### src/rtl/stm_seq_pkg.sv
package stm_seq_pkg;
  typedef enum logic [1:0] {
    PH_IDLE  = 2'd0,
    PH_FETCH = 2'd1,
    PH_STORE = 2'd2
  } phase_t;

  localparam logic [1:0] SZ_NONE = 2'd0;
  localparam logic [1:0] SZ_HALF = 2'd1;
  localparam logic [1:0] SZ_WORD = 2'd2;
endpackage

### src/rtl/stm_seq_ffs.sv
// Lowest-set-bit selector: prefix OR marks bits that have a lower set bit.
module stm_seq_ffs #(
  parameter int W  = 16,
  parameter int IW = $clog2(W)
) (
  input  logic [W-1:0]  vec,
  output logic [W-1:0]  onehot,
  output logic [IW-1:0] idx,
  output logic          any
);
  logic [W:0] below;

  assign below[0] = 1'b0;

  genvar g;
  generate
    for (g = 0; g < W; g++) begin : g_bit
      assign below[g+1] = below[g] | vec[g];
      assign onehot[g]  = vec[g] & ~below[g];
    end
  endgenerate

  assign any = below[W];

  always_comb begin
    idx = '0;
    for (int i = 0; i < W; i++) begin
      if (onehot[i]) idx = idx | IW'(i);
    end
  end
endmodule

### src/rtl/stm_seq_fsm.sv
// Sequence state: phase, registers still to store, abort accumulator.
module stm_seq_fsm
  import stm_seq_pkg::*;
#(
  parameter int NREG = 16,
  parameter int IW   = $clog2(NREG)
) (
  input  logic            clk,
  input  logic            rst,
  input  logic            start,
  input  logic [NREG-1:0] reg_mask,
  input  logic            wait_in,
  input  logic            abort_in,
  output logic [IW-1:0]   sel_idx,
  output logic            load_fetch,
  output logic            load_store,
  output logic            first_store,
  output logic            finish,
  output logic            seq_next,
  output logic            abort_total
);
  phase_t          phase;
  logic [NREG-1:0] pending;
  logic [NREG-1:0] pick;
  logic            pending_any;
  logic            abort_acc;
  logic            advance;
  logic            abort_now;

  stm_seq_ffs #(.W(NREG), .IW(IW)) u_ffs (
    .vec    (pending),
    .onehot (pick),
    .idx    (sel_idx),
    .any    (pending_any)
  );

  assign advance     = (phase != PH_IDLE) && !wait_in;
  assign load_fetch  = (phase == PH_IDLE) && start;
  assign load_store  = advance && pending_any;
  assign finish      = advance && (phase == PH_STORE) && !pending_any;
  assign first_store = (phase == PH_FETCH);
  assign seq_next    = |(pending & ~pick);
  assign abort_now   = advance && (phase == PH_STORE) && abort_in;
  assign abort_total = abort_acc | abort_now;

  always_ff @(posedge clk) begin
    if (rst) begin
      phase     <= PH_IDLE;
      pending   <= '0;
      abort_acc <= 1'b0;
    end else if (load_fetch) begin
      phase     <= PH_FETCH;
      pending   <= (reg_mask == '0) ? NREG'(1) : reg_mask;
      abort_acc <= 1'b0;
    end else if (advance) begin
      abort_acc <= abort_total;
      if (load_store) begin
        phase   <= PH_STORE;
        pending <= pending & ~pick;
      end else begin
        phase   <= PH_IDLE;
      end
    end
  end
endmodule

### src/rtl/stm_seq_bus.sv
// Registered memory-interface outputs and address / PC arithmetic.
module stm_seq_bus
  import stm_seq_pkg::*;
#(
  parameter int AW = 32,
  parameter int DW = 32
) (
  input  logic          clk,
  input  logic          rst,
  input  logic          load_fetch,
  input  logic          load_store,
  input  logic          first_store,
  input  logic          finish,
  input  logic          seq_next,
  input  logic          abort_total,
  input  logic          half_mode,
  input  logic [AW-1:0] pc,
  input  logic [AW-1:0] base_addr,
  input  logic [DW-1:0] rf_rdata,
  output logic [AW-1:0] bus_addr,
  output logic [1:0]    bus_size,
  output logic          bus_wr,
  output logic [DW-1:0] bus_wdata,
  output logic          bus_req_n,
  output logic          bus_seq,
  output logic          bus_opc_n,
  output logic          done_q,
  output logic          abort_q,
  output logic [AW-1:0] pc_next
);
  localparam logic [AW-1:0] WORD_BYTES = AW'(DW / 8);
  localparam logic [AW-1:0] LEN_WORD   = AW'(4);
  localparam logic [AW-1:0] LEN_HALF   = AW'(2);

  logic [AW-1:0] pc_q;
  logic [AW-1:0] base_q;
  logic [AW-1:0] len_q;
  logic [AW-1:0] len_in;

  assign len_in = half_mode ? LEN_HALF : LEN_WORD;

  always_ff @(posedge clk) begin
    if (rst) begin
      bus_addr  <= '0;
      bus_size  <= SZ_NONE;
      bus_wr    <= 1'b0;
      bus_wdata <= '0;
      bus_req_n <= 1'b1;
      bus_seq   <= 1'b0;
      bus_opc_n <= 1'b1;
      done_q    <= 1'b0;
      abort_q   <= 1'b0;
      pc_next   <= '0;
      pc_q      <= '0;
      base_q    <= '0;
      len_q     <= '0;
    end else begin
      done_q <= finish;
      if (load_fetch) begin
        pc_q      <= pc;
        base_q    <= base_addr;
        len_q     <= len_in;
        abort_q   <= 1'b0;
        bus_addr  <= pc + (len_in << 1);
        bus_size  <= half_mode ? SZ_HALF : SZ_WORD;
        bus_wr    <= 1'b0;
        bus_wdata <= '0;
        bus_req_n <= 1'b0;
        bus_seq   <= 1'b0;
        bus_opc_n <= 1'b0;
      end else if (load_store) begin
        bus_addr  <= first_store ? base_q : bus_addr + WORD_BYTES;
        bus_size  <= SZ_WORD;
        bus_wr    <= 1'b1;
        bus_wdata <= rf_rdata;
        bus_req_n <= 1'b0;
        bus_seq   <= seq_next;
        bus_opc_n <= 1'b1;
      end else if (finish) begin
        bus_addr  <= '0;
        bus_size  <= SZ_NONE;
        bus_wr    <= 1'b0;
        bus_wdata <= '0;
        bus_req_n <= 1'b1;
        bus_seq   <= 1'b0;
        bus_opc_n <= 1'b1;
        abort_q   <= abort_total;
        pc_next   <= pc_q + (len_q << 1) + len_q;
      end
    end
  end
endmodule

### src/rtl/stm_bus_sequencer.sv
module stm_bus_sequencer #(
  parameter int AW   = 32,
  parameter int DW   = 32,
  parameter int NREG = 16,
  localparam int IW  = $clog2(NREG)
) (
  input  logic            clk,
  input  logic            rst,
  input  logic            start,
  input  logic [NREG-1:0] reg_mask,
  input  logic [AW-1:0]   base_addr,
  input  logic [AW-1:0]   pc,
  input  logic            half_mode,
  input  logic            wait_in,
  input  logic            abort_in,
  output logic [IW-1:0]   rf_idx,
  input  logic [DW-1:0]   rf_rdata,
  output logic [AW-1:0]   bus_addr,
  output logic [1:0]      bus_size,
  output logic            bus_wr,
  output logic [DW-1:0]   bus_wdata,
  output logic            bus_req_n,
  output logic            bus_seq,
  output logic            bus_opc_n,
  output logic            pc_adv,
  output logic [AW-1:0]   pc_next,
  output logic            done,
  output logic            abort_flag
);
  logic load_fetch;
  logic load_store;
  logic first_store;
  logic finish;
  logic seq_next;
  logic abort_total;
  logic done_q;

  stm_seq_fsm #(.NREG(NREG), .IW(IW)) u_fsm (
    .clk         (clk),
    .rst         (rst),
    .start       (start),
    .reg_mask    (reg_mask),
    .wait_in     (wait_in),
    .abort_in    (abort_in),
    .sel_idx     (rf_idx),
    .load_fetch  (load_fetch),
    .load_store  (load_store),
    .first_store (first_store),
    .finish      (finish),
    .seq_next    (seq_next),
    .abort_total (abort_total)
  );

  stm_seq_bus #(.AW(AW), .DW(DW)) u_bus (
    .clk         (clk),
    .rst         (rst),
    .load_fetch  (load_fetch),
    .load_store  (load_store),
    .first_store (first_store),
    .finish      (finish),
    .seq_next    (seq_next),
    .abort_total (abort_total),
    .half_mode   (half_mode),
    .pc          (pc),
    .base_addr   (base_addr),
    .rf_rdata    (rf_rdata),
    .bus_addr    (bus_addr),
    .bus_size    (bus_size),
    .bus_wr      (bus_wr),
    .bus_wdata   (bus_wdata),
    .bus_req_n   (bus_req_n),
    .bus_seq     (bus_seq),
    .bus_opc_n   (bus_opc_n),
    .done_q      (done_q),
    .abort_q     (abort_flag),
    .pc_next     (pc_next)
  );

  assign done   = done_q;
  assign pc_adv = done_q;
endmodule

### config.mk
export PLATFORM = sky130hd
export DESIGN_NAME = stm_bus_sequencer
export DESIGN_NICKNAME = d
export VERILOG_FILES = /design/src/rtl/stm_seq_pkg.sv /design/src/rtl/stm_seq_ffs.sv /design/src/rtl/stm_seq_fsm.sv /design/src/rtl/stm_seq_bus.sv /design/src/rtl/stm_bus_sequencer.sv
export SDC_FILE = /design/constraint.sdc
export NUM_CORES = 1
export LEC_CHECK = 0
export BUFFER_PORTS_ARGS = -buffer_cell sky130_fd_sc_hd__buf_2
export CELL_PAD_IN_SITES_DETAIL_PLACEMENT = 1
export CELL_PAD_IN_SITES_GLOBAL_PLACEMENT = 1
export CORE_UTILIZATION = 39
export DETAILED_ROUTE_END_ITERATION = 6
export PLACE_DENSITY = 0.81
export SKIP_LAST_GASP = 1
export SYNTH_ARGS = -nofsm -noshare
export SYNTH_HDL_FRONTEND = slang
export SYNTH_SLANG_ARGS = --single-unit
### constraint.sdc
create_clock -name clk -period 3.7 [get_ports clk]
set_input_delay 0.925 -clock clk [delete_from_list [all_inputs] [get_ports clk]]
set_output_delay 0.925 -clock clk [all_outputs]
set_load 0.05 [all_outputs]
## After elaboration in Yosys (flattened, before gate mapping)

Index checks and enable logic that the tools add are counted.

- Add/sub/neg operators: 4
- Multipliers: 0
- Div/mod/pow operators: 0
- Order comparisons: 0
- Eq/ne operators: 2
- Shift-type cells: 0
- Multiplexer cells: 40
- Bitwise gates (word level): 50
- Reductions and logical operators: 20

Operator list:

| cell | count |
|---|---|
| $mux W32 | 5 |
| $add A32 B32 Y32 | 3 |
| $mux W16 | 4 |
| $add A32 B3 Y32 const B | 1 |
| $mux W4 | 8 |
| $not A1 Y1 | 17 |
| $and A16 B16 Y16 | 1 |
| $logic_not A16 Y1 | 1 |
| $not A16 Y16 | 1 |
| $or A1 B1 Y1 | 16 |
| $reduce_or A16 Y1 | 1 |
| $and A1 B1 Y1 | 15 |
| $mux W3 | 5 |
| $mux W2 | 7 |
| $mux W1 | 11 |
| $reduce_bool A2 Y1 | 4 |
| $logic_and A1 B1 Y1 | 6 |
| $reduce_and A2 Y1 | 2 |
| $reduce_and A3 Y1 | 1 |
| $reduce_bool A3 Y1 | 1 |
| $eq A2 B1 Y1 const B | 1 |
| $eq A2 B2 Y1 const B | 1 |
| $logic_not A1 Y1 | 2 |
| $logic_not A2 Y1 | 1 |
| $reduce_or A2 Y1 | 1 |

- Flip-flop bits (word level): 219
- Bits in latches: 0
- RAM bits: 0
- ROM bits: 0
- Output and inout port bits: 109
- Logic and storage cells: 133
- Memories: 0

## Depth between registers and ports, before layout

Gate-level depths: netlist of the first run.

- Depth in word-level cells: 21
- Mapped depth: 11
- Mapped depth without buffers: 10

## Hierarchy

A second synthesis of the first run with hierarchy kept.

- Cell total of the unflattened synthesis: 1,149
- Area, all modules: 9,925.8 µm²

Modules (own cells, without submodules):

| module | instances | cells an instance | area an instance (µm²) | seq. area each (µm²) |
|---|---|---|---|---|
| stm_seq_bus | 1 | 998 | 8,554.5 | 3,403.3 |
| stm_seq_fsm | 1 | 99 | 1,017.2 | 380.4 |
| stm_seq_ffs | 1 | 51 | 346.6 | 0.0 |
| stm_bus_sequencer | 1 | 1 | 7.5 | 0.0 |

## Worst setup path before layout of the first run

No wires, ideal clock.

- Path type: reg-to-output
- From: reg u_fsm.pending[2]
- To: out rf_idx[2]
- Arrival time: 2.214 ns
- Required time: 2.775 ns
- Slack: 0.561 ns
- Cell stages (with the launch flop): 5
- Path through: dfxtp_1 > clkbuf_1 > nor4_4 > nand4_1 > o21ai_0

- Cells in the longest elaborated chain, start to end: 16
- Elaborated cells on any way between the ends: 41
- Classes of those cells: 12 x mux; 29 x bitwise

Ends and longest elaborated chain:

| item | line | text |
|---|---|---|
| start, declared | stm_seq_fsm.sv:23 | `logic [NREG-1:0] pending;` |
| start signal, assigned | stm_seq_fsm.sv:53 | `pending <= (reg_mask == '0) ? NREG'(1) : reg_mask;` |
| start signal, assigned | stm_seq_fsm.sv:59 | `pending <= pending & ~pick;` |
| $or A1 B1 Y1 * (2 in series) | stm_seq_ffs.sv:18 | `assign below[g+1] = below[g] \| vec[g];` |
| $not A1 Y1 or $or A1 B1 Y1 (tied branches) | stm_seq_ffs.sv:19, stm_seq_ffs.sv:18 |  |
| $and A1 B1 Y1, or another cell as far along | stm_seq_ffs.sv:19 | `assign onehot[g] = vec[g] & ~below[g];` |
| $mux W3, or another cell as far along (3 in series) | stm_seq_ffs.sv:28 | `if (onehot[i]) idx = idx \| IW'(i);` |
| $mux W3 or $or A1 B1 Y1 (tied branches) | stm_seq_ffs.sv:28, stm_seq_ffs.sv:18 |  |
| $mux W4 or $or A1 B1 Y1 (tied branches) (2 in series) | stm_seq_ffs.sv:28, stm_seq_ffs.sv:18 |  |
| $mux W4, or another cell as far along (4 in series) | stm_seq_ffs.sv:28 |  |
| $mux W4 or $and A1 B1 Y1 (tied branches) | stm_seq_ffs.sv:28, stm_seq_ffs.sv:19 |  |
| $mux W4 * | stm_seq_ffs.sv:28 |  |
| end, declared | stm_bus_sequencer.sv:16 | `output logic [IW-1:0] rf_idx,` |

Every way passes the cells marked *; elsewhere a longest branch is shown, timed or not.

## Worst setup path in the final report of the first run

- From: reg u_fsm.pending[1]
- To: out rf_idx[0]

- Cells in the longest elaborated chain, start to end: 17
- Elaborated cells on any way between the ends: 44
- Classes of those cells: 15 x mux; 29 x bitwise

Ends and longest elaborated chain:

| item | line |
|---|---|
| $or A1 B1 Y1 (2 in series) | stm_seq_ffs.sv:18 |
| $not A1 Y1 or $or A1 B1 Y1 (tied branches) | stm_seq_ffs.sv:19, stm_seq_ffs.sv:18 |
| $and A1 B1 Y1 or $or A1 B1 Y1 (tied branches) | stm_seq_ffs.sv:19, stm_seq_ffs.sv:18 |
| $mux W2, or another cell as far along | stm_seq_ffs.sv:28 |
| $mux W3, or another cell as far along (4 in series) | stm_seq_ffs.sv:28 |
| $mux W4, or another cell as far along (5 in series) | stm_seq_ffs.sv:28 |
| $mux W4 or $not A1 Y1 (tied branches) | stm_seq_ffs.sv:28, stm_seq_ffs.sv:19 |
| $mux W4 or $and A1 B1 Y1 (tied branches) | stm_seq_ffs.sv:28, stm_seq_ffs.sv:19 |
| $mux W4 * | stm_seq_ffs.sv:28 |

Marked as above.

==> results of run 1 <==
[layout by cell type, fill, tap and decap left out, types with 8 or more instances in the layout]
cell       count
inv_1         13
nand3_1       40
o21ai_0       58
and4_1        10
nand4_1       26
ha_1           8
nor3_1        20
a21oi_1      112
buf_4         12
dfxtp_1      189
nor2_1       142
xnor2_1       43
a211oi_1      13
nand2_1      219
clkbuf_16     17
a22oi_1       41
and3_1         9
nor4_1        14
xor2_1        39
buf_2        225
[sequential cells by signal (all words and copies together), names as in the netlist]
register and flops:
u_bus.bus_seq 1, u_bus.bus_addr 32, u_fsm.phase 2, u_bus.bus_req_n 1, u_bus.len_q 2, u_bus.pc_next 32, u_bus.bus_opc_n 1, u_bus.bus_wdata 32
u_bus.abort_q 1, u_fsm.abort_acc 1, u_bus.bus_size 2, u_bus.base_q 32, u_bus.done_q 1, u_fsm.pending 16, u_bus.pc_q 32, u_bus.bus_wr 1
[cell type report]
type                            instances  area, um2  area share, %
Clock inverter                         13        188           1.69
Sequential cell                       189       3780           34.0
Clock buffer                           18        439           3.95
Timing Repair Buffer                  239       1260           11.3
Antenna cell                            1       2.50         0.0225
Inverter                               13       48.8          0.438
Multi-Input combinational cell        893       5020           45.1
Tap cell                              313        392           3.52
[metrics by stage]
stage	total power, uW	hold slack [ns]	cells
2_1_floorplan	3060	0.424	1172
3_3_place_gp	3380	0.431	1647
3_5_place_dp	3410	0.437	1647
4_1_cts	5420	0.446	1678
5_1_grt	5600	0.471	1678
6_report	5390	0.444	1679
[Yosys cell counts, types with 3 or more instances]
cell type,number,area [um2]
nor2_1,142,533
o21bai_1,3,22.5
ha_1,8,100
a31oi_1,5,31.3
a311oi_1,3,26.3
xnor2_1,43,377
xor2_1,39,342
dfxtp_1,189,3780
and3_1,9,56.3
or3_1,3,18.8
nor2b_1,3,18.8
and4_1,10,87.6
a211oi_1,13,97.6
nor4_1,14,87.6
or2_2,4,25.0
inv_1,13,48.8
o21ai_1,7,35.0
a211o_1,7,61.3
o21ai_0,58,290
fa_1,3,60.1
a222oi_1,6,60.1
buf_2,16,80.1
a221oi_1,5,43.8
nand3_1,40,200
a21oi_1,113,566
nand2_1,220,826
a211oi_2,7,87.6
a22o_1,3,26.3
nand2b_1,5,31.3
a22oi_1,41,308
nor3_1,20,100
a21o_1,3,22.5
clkbuf_1,47,176
nand4_1,26,163
buf_1,3,11.3
buf_6,4,45.0
[cell families after synthesis]
| logic type | Yosys count | synth area share, % |
|---|---|---|
| and+or+nand+nor | 509 | 24.8 |
| AOI/OAI and AO/OA | 288 | 19.4 |
| DFF | 189 | 41.0 |
| xor gates and xnor gates | 82 | 7.79 |
| buffers and inverters | 90 | 4.74 |
| adders and majority gates | 12 | 1.85 |
| muxes | 2 | 0.366 |
[power by group through the flow]
stage	Combinational, uW	Clock, uW	Sequential, uW
floorplan	578	0	2480
global route	1170	2120	2310
finish	1080	2010	2300
CTS	1090	2040	2290
global placement	1050	0	2330
detailed placement	1080	0	2340
[worst min-delay path by stage]
stage | end | start
6_report | u_bus.pc_next[28] | u_bus.pc_next[28]
4_1_cts | u_bus.pc_next[28] | u_bus.pc_next[28]
3_5_place_dp | u_bus.pc_next[7] | u_bus.pc_next[7]
2_1_floorplan | u_fsm.abort_acc | u_fsm.abort_acc
3_3_place_gp | u_bus.pc_next[29] | u_bus.pc_next[29]
5_1_grt | u_bus.pc_next[24] | u_bus.pc_next[24]
[metal layers]
metal,vias to the layer above,GRT usage (%)
li1,4440,-
met1,4499,31.6
met2,260,45.6
met3,56,5.83
met4,8,8.03
met5,-,0
[worst max-delay path, stage by stage (launching register included)]
cell      delay [ns]
dfxtp_1         0.39
nor4_4          0.45
nand3_1         0.23
nor3_1          0.43
a21boi_0        0.16
nand3_1         0.12
buf_2           0.27
==> metrics.cfg, run 1 <==
[clock_tree]
clk_pin_slew_ns=0.07
htreeDepth=4
clk_latency_ns=0.44
cts_buffers=17
hold_buffers=0
cts_buffer_depth=2
cts_sinks=189
ctsResizeCount=0
root_buffer=clkbuf_16
post-cts-setup-buffer-count=0
cts_tree=yes

[critical_path]
r2r-end=u_bus.pc_next[30]
r2r_cells=9
critical_path_required_ns=2.77
startpoint_type=flop
cp-endpoint=rf_idx[0]
regToRegSetupSlack_ns=0.68
worstPathArrival_ns=2.49
r2r-start=u_bus.len_q[1]
crit_type=flop to output port
cp_max_fo=8
end_kind=output port
crit_start=u_fsm.pending[1]

[pwr]
seqPwrFrac_pct=42.6
switching_power_uw=1750
leakagePower_uw=0.00450
intPower_uw=3640
powerDensity_nw_per_um2=484
irDropWorstVdd_uv=262
power_frac_comb_pct=20.1
switching_share_pct=32.5
pwr-share-clk_pct=37.3

[sta]
skew_ns=0.0117
setup_viol=0
tightest_slew_ns=0.880
rsz0062_at_grt=no
period_share_pct=92.2
slew-limit-headroom_pct=40.9
hold_violations=0
setup_tns_ns=0
period_minus_slack_ns=3.41
slew_violations=0
worst_slack_ns=0.289
max_freq_mhz=293

[hold_path]
worstHoldPathCells=2
hold_class=flop to flop

[routing]
ant_nets=0
wl_met2_mm=15.4
highest_layer=met5
drcViolationCount=0
finalWirelength_mm=31.3
wl_met1_mm=13.5
wl_met3_mm=1.64
num_vias=9263
wl_per_cell_um=18.6
firstDrtPassIters=5
via_per_inst=5.52
drtIter0Drc=462

[floorplanning]
die_w_um=156
dieArea_um2=24300
start_util_pct=40.2
fp.dieH_um=156
core_area_um2=22900
ioPinCount=227
num_rows=55

[synthesis]
yosysSeqAreaShare_pct=41.0
postSynthCellCount=1172
netlist_area_um2=9220
yosysWarnings=0
ys_seq_elements=189
synth_fp_nets=1301
synth_cell_types=66
synth_edf_count=0
synth_ff_type=dfxtp_1
avgSynthCellArea_um2=7.87
async_flop_share_pct=0

[finish]
syn_to_final_growth_pct=20.7
drive_gt1_share_pct=21.8
nets=1482
fin_util_pct=48.6
layout.cell_area.non_filler_um2=11100
fill_cells=2887

[placement]
dp.final_hpwl_mm=22.8
io_buffers=226
place_worst_setup_slack_ns=0.627
globalplace.congestion=0.836
placed_area_um2=10500

[global_route]
antenna_found_initial=4
grt_pass1_wl_mm=49.6
grtUsageTotal_pct=26.0
overflow=0
grt_start_max_net_pins=88
first_global_vias=9379

[flow_run]
cap_violations=0

[status]
outcome=finished clean

No activity file was read; power rests on OpenSTA's default activity.
==> run 2: changes to the inputs <==
- CORE_MARGIN: unset -> 1.5
==> metrics.cfg, run 2 (synthesis results as in run 1) <==
[status]
outcome=finished clean

[finish]
multi_input_area_um2=5020  ; about the same
final_common_cell=buf_2
layout.cell_area.non_filler_um2=11100  ; -0.28%
syn_to_final_growth_pct=20.4
final_cell_mix=buf_2 (225), nand2_1 (219), dfxtp_1 (189)
nets=1485  ; +0.20%
seqCellArea_um2=3780  ; unchanged
fill_cells=2990  ; +3.6%
drive_gt1_share_pct=21.9  ; +0.16 points

[routing]
drcViolationCount=0  ; unchanged
num_vias=9194  ; -0.74%
firstDrtPassIters=6  ; +1
finalWirelength_mm=30.3  ; -3.2%
ant_nets=0  ; unchanged
wl_per_cell_um=17.9  ; -3.8%
drtIter0Drc=581  ; +26%
via_per_inst=5.44  ; -1.4%

[critical_path]
end_kind=output port
regToRegSetupSlack_ns=0.69  ; about the same
cp_max_fo=8  ; unchanged
r2r-end=u_bus.bus_addr[23]
r2r-start=u_fsm.pending[10]
r2r_cells=6  ; -3
startpoint_type=flop
crit_type=flop to output port
critical_path_required_ns=2.77  ; about the same
worstPathArrival_ns=2.51  ; +0.02 ns

[clock_tree]
root_buffer=clkbuf_16
cts_sinks=189  ; unchanged
hold_buffers=0  ; unchanged
clk_pin_slew_ns=0.08  ; about the same
clk_latency_ns=0.44  ; about the same
cts_buffers=17  ; unchanged
post-cts-setup-buffer-count=0  ; unchanged
htreeDepth=4  ; unchanged
cts_buffer_depth=2  ; unchanged
ctsResizeCount=0  ; unchanged
cts_tree=yes

[global_route]
overflow=0  ; unchanged
first_global_vias=9153  ; -2.4%
grt_pass1_wl_mm=48.2  ; -2.7%
antenna_found_initial=3  ; -1
grtUsageTotal_pct=24.8  ; -1.3 points
grt_start_max_net_pins=77  ; -13%

[floorplanning]
die_w_um=157  ; +0.64%
dieArea_um2=24600  ; +1.3%
num_rows=56  ; +1.8%
fp.dieH_um=157  ; +0.64%
core_area_um2=23300  ; +1.8%
ioPinCount=227  ; unchanged
start_util_pct=39.5  ; -0.72 points

[sta]
fin_hold_ws_ns=0.447  ; +0.00311 ns
max_freq_mhz=291  ; -0.81%
slew_violations=0  ; unchanged
period_share_pct=92.9  ; +0.75 points
setup_viol=0  ; unchanged
setup_tns_ns=0  ; unchanged
period_minus_slack_ns=3.44  ; +0.0277 ns
rsz0062_at_grt=no
hold_violations=0  ; unchanged
skew_ns=0.0140  ; +0.00235 ns
slew-limit-headroom_pct=29.5  ; -11 points
tightest_slew_ns=1.06  ; +0.178 ns

[hold_path]
hold_path_end=u_bus.pc_next[24]
hold_start=u_bus.pc_next[24]
hold_class=flop to flop
worstHoldPathCells=2  ; unchanged

[placement]
io_buffers=226  ; unchanged
globalplace.congestion=0.849  ; +1.6%
dp.final_hpwl_mm=22.2  ; -2.5%
placed_area_um2=10500  ; about the same

[pwr]
powerDensity_nw_per_um2=469  ; -3.1%
switching_power_uw=1800  ; +3.0%
switching_share_pct=34.6  ; +2.1 points
power_frac_comb_pct=20.6  ; +0.5 points
irDropWorstVdd_uv=258  ; -1.7%
seqPwrFrac_pct=44.2  ; +1.6 points
intPower_uw=3400  ; -6.4%
pwr-share-clk_pct=35.2  ; -2.1 points
leakagePower_uw=0.00449  ; -0.27%

[flow_run]
cap_violations=0  ; unchanged

run 2: cell count changes in the layout (fill, tap and decap cells not counted), sizes merged:
cell / previous run / this run
buf: 239 / 242
bufinv: 4 / 0
clkinv: 2 / 4
diode: 1 / 2
inv: 17 / 20
run 2: final cells by class:
class | instances | area share (%)
inverters | 13 | 0.440
clock inverters | 14 | 1.36
clock buffers | 18 | 3.96
well taps | 319 | 3.60
repair buffers | 242 | 11.3
flip-flops and latches | 189 | 34.1
multi-input cells | 893 | 45.2
diodes | 2 | 0.0451
run 2: power groups by stage:
stage	Combinational (uW)	Sequential, uW	Clock (uW)
finish	1070	2300	1830
global route	1170	2320	1940
CTS	1080	2290	1870
detailed placement	1070	2340	0
global placement	1040	2330	0
floorplan	578	2480	0
run 2: metal layers:
| layer | global-route usage [%] | routed length, um |
|---|---|---|
| met1 | 32.3 | 13700 |
| met4 | 8.07 | 590 |
| met5 | 0 | 9 |
| met3 | 5.34 | 1790 |
| met2 | 40.5 | 14200 |
run 2: critical path, stage by stage, from the launching register on:
cell and delay [ns]:
dfxtp_1 0.38, nor4_4 0.49, nand3_1 0.23, nor3_1 0.40, a21boi_0 0.19, nand3_1 0.12, buf_2 0.27
run 2: how the worst max path moves through the flow:
stage | start | end | slack, ns
after floorplan | u_fsm.pending[2] | rf_idx[2] | 0.56
after global placement | half_mode | u_bus.bus_addr[28] | 0.69
after detailed placement | half_mode | u_bus.bus_addr[30] | 0.56
after CTS | u_fsm.pending[1] | rf_idx[0] | 0.26
after global routing | u_fsm.pending[1] | rf_idx[0] | 0.11
final | u_fsm.pending[1] | rf_idx[0] | 0.26
run 2: stage by stage:
step	instances	util [%]	total power, uW	setup WS, ns
4_1_cts	1688	47.5	5240	0.258
2_1_floorplan	1172	-	3060	0.561
5_1_grt	1690	47.6	5430	0.109
6_report	1690	47.6	5210	0.261
3_3_place_gp	1656	45.0	3380	0.693
3_5_place_dp	1656	45.0	3410	0.561
==> run 3: changes to the inputs <==
- PLACE_DENSITY: 0.81 -> 0.84
==> metrics.cfg, run 3 (synthesis results as in run 1) <==
[status]
outcome=finished clean

[placement]
placed_area_um2=10500  ; -0.14%
io_buffers=226  ; unchanged
dp.final_hpwl_mm=21.9  ; -1.3%
globalplace.congestion=0.897  ; +5.6%

[critical_path]
startpoint_type=flop
crit_type=flop to output port
regToRegSetupSlack_ns=0.69  ; about the same
cp_max_fo=8  ; unchanged
critical_path_required_ns=2.77  ; about the same
end_kind=output port
worstPathArrival_ns=2.50  ; about the same

[sta]
period_share_pct=92.6  ; -0.31 points
fin_hold_ws_ns=0.446  ; -0.00143 ns
rsz0062_at_grt=no
skew_ns=0.0164  ; +0.00239 ns
slew_violations=0  ; unchanged
max_freq_mhz=292  ; +0.33%
tightest_slew_ns=1.07  ; +0.0163 ns
hold_violations=0  ; unchanged
setup_tns_ns=0  ; unchanged
period_minus_slack_ns=3.43  ; -0.0113 ns
slew-limit-headroom_pct=27.9  ; -1.6 points
setup_viol=0  ; unchanged

[global_route]
first_global_vias=9098  ; -0.60%
overflow=0  ; unchanged
grt_start_max_net_pins=77  ; unchanged
antenna_found_initial=3  ; unchanged
grtUsageTotal_pct=24.6  ; -0.20 points
grt_pass1_wl_mm=47.7  ; -1.0%

[finish]
final_cell_mix=buf_2 (225), nand2_1 (219), dfxtp_1 (189)
nets=1483  ; -0.13%
final_common_cell=buf_2
drive_gt1_share_pct=21.8  ; -0.11 points
multi_input_area_um2=5020  ; unchanged
layout.cell_area.non_filler_um2=11100  ; about the same
fill_cells=2939  ; -1.7%
fin_util_pct=47.5  ; about the same
seqCellArea_um2=3780  ; unchanged
syn_to_final_growth_pct=20.3  ; about the same

[floorplanning]
dieArea_um2=24600  ; unchanged
num_rows=56  ; unchanged
ioPinCount=227  ; unchanged
fp.dieH_um=157  ; unchanged
core_area_um2=23300  ; unchanged
start_util_pct=39.5  ; unchanged
die_w_um=157  ; unchanged

[pwr]
leakagePower_uw=0.00449  ; about the same
power_frac_comb_pct=20.4  ; -0.2 points
intPower_uw=3450  ; +1.2%
seqPwrFrac_pct=43.9  ; -0.3 points
pwr-share-clk_pct=35.7  ; +0.5 points
switching_share_pct=34.1  ; -0.51 points
powerDensity_nw_per_um2=472  ; +0.50%
irDropWorstVdd_uv=259  ; +0.52%
switching_power_uw=1790  ; -1.0%

[clock_tree]
clk_pin_slew_ns=0.08  ; about the same
clk_latency_ns=0.45  ; about the same
cts_buffer_depth=2  ; unchanged
root_buffer=clkbuf_16
cts_tree=yes
cts_sinks=189  ; unchanged
ctsResizeCount=0  ; unchanged
htreeDepth=4  ; unchanged
cts_buffers=17  ; unchanged
post-cts-setup-buffer-count=0  ; unchanged
hold_buffers=0  ; unchanged

[routing]
via_per_inst=5.39  ; -0.90%
finalWirelength_mm=29.9  ; -1.3%
num_vias=9106  ; -0.96%
firstDrtPassIters=5  ; -1
ant_nets=0  ; unchanged
drcViolationCount=0  ; unchanged
wl_per_cell_um=17.7  ; -1.3%
drtIter0Drc=643  ; +11%

[hold_path]
hold_class=flop to flop

[flow_run]
cap_violations=0  ; unchanged

-- run 3: cell types whose count changed in the layout (fill, tap and decap cells not counted), sizes merged --
cell	before	now
clkbuf	18	17
clkinvlp	3	2
bufinv	0	1
diode	2	3
buf	242	240
inv	20	21
-- run 3: path summary, 6_finish.rpt --
path | start | endpoint | cells past startpoint
setup / recovery | u_fsm.pending[0] | rf_idx[0] | 6
hold / removal | u_bus.pc_next[28] | u_bus.pc_next[28] | 2
setup reg to reg | u_fsm.pending[10] | u_bus.bus_addr[26] | 6
hold reg to reg | u_bus.pc_next[28] | u_bus.pc_next[28] | 2
-- run 3: layout make-up --
cell class	count	share of cell area, %
clock inverter	15	1.56
multi-input combinational	893	45.2
clock buffer	17	3.84
timing repair buffer	240	11.2
tap	319	3.60
sequential	189	34.1
antenna	3	0.0677
inverter	13	0.440
-- run 3: worst max-delay path, cell delays in order, from the launching register on --
cell      delay, ns
dfxtp_1        0.37
nor4_4         0.49
nand3_1        0.26
nor3_1         0.38
a21boi_0       0.17
nand3_1        0.12
buf_2          0.27
-- run 3: per-stage QoR --
stage	setup slack [ns]	power, uW	std cells
final	0.273	5230	1689
after global routing	0.0549	5460	1688
after CTS	0.288	5260	1686
after detailed placement	0.637	3400	1654
after global placement	0.688	3370	1654
after floorplan	0.561	3060	1172
-- run 3: power by group through the flow --
stage          clock network [uW]  logic (uW)  registers [uW]
2_1_floorplan                   0         578            2480
3_3_place_gp                    0        1040            2330
3_5_place_dp                    0        1060            2340
4_1_cts                      1900        1070            2290
5_1_grt                      1980        1170            2310
6_report                     1870        1070            2300
-- run 3: metal layers --
layer	routed length, um	part of all wire, %	track usage [%]
met5	12	0.040	0
met4	641	2.1	8.07
met3	1550	5.2	5.07
met2	14000	47	40.0
met1	13700	46	32.3
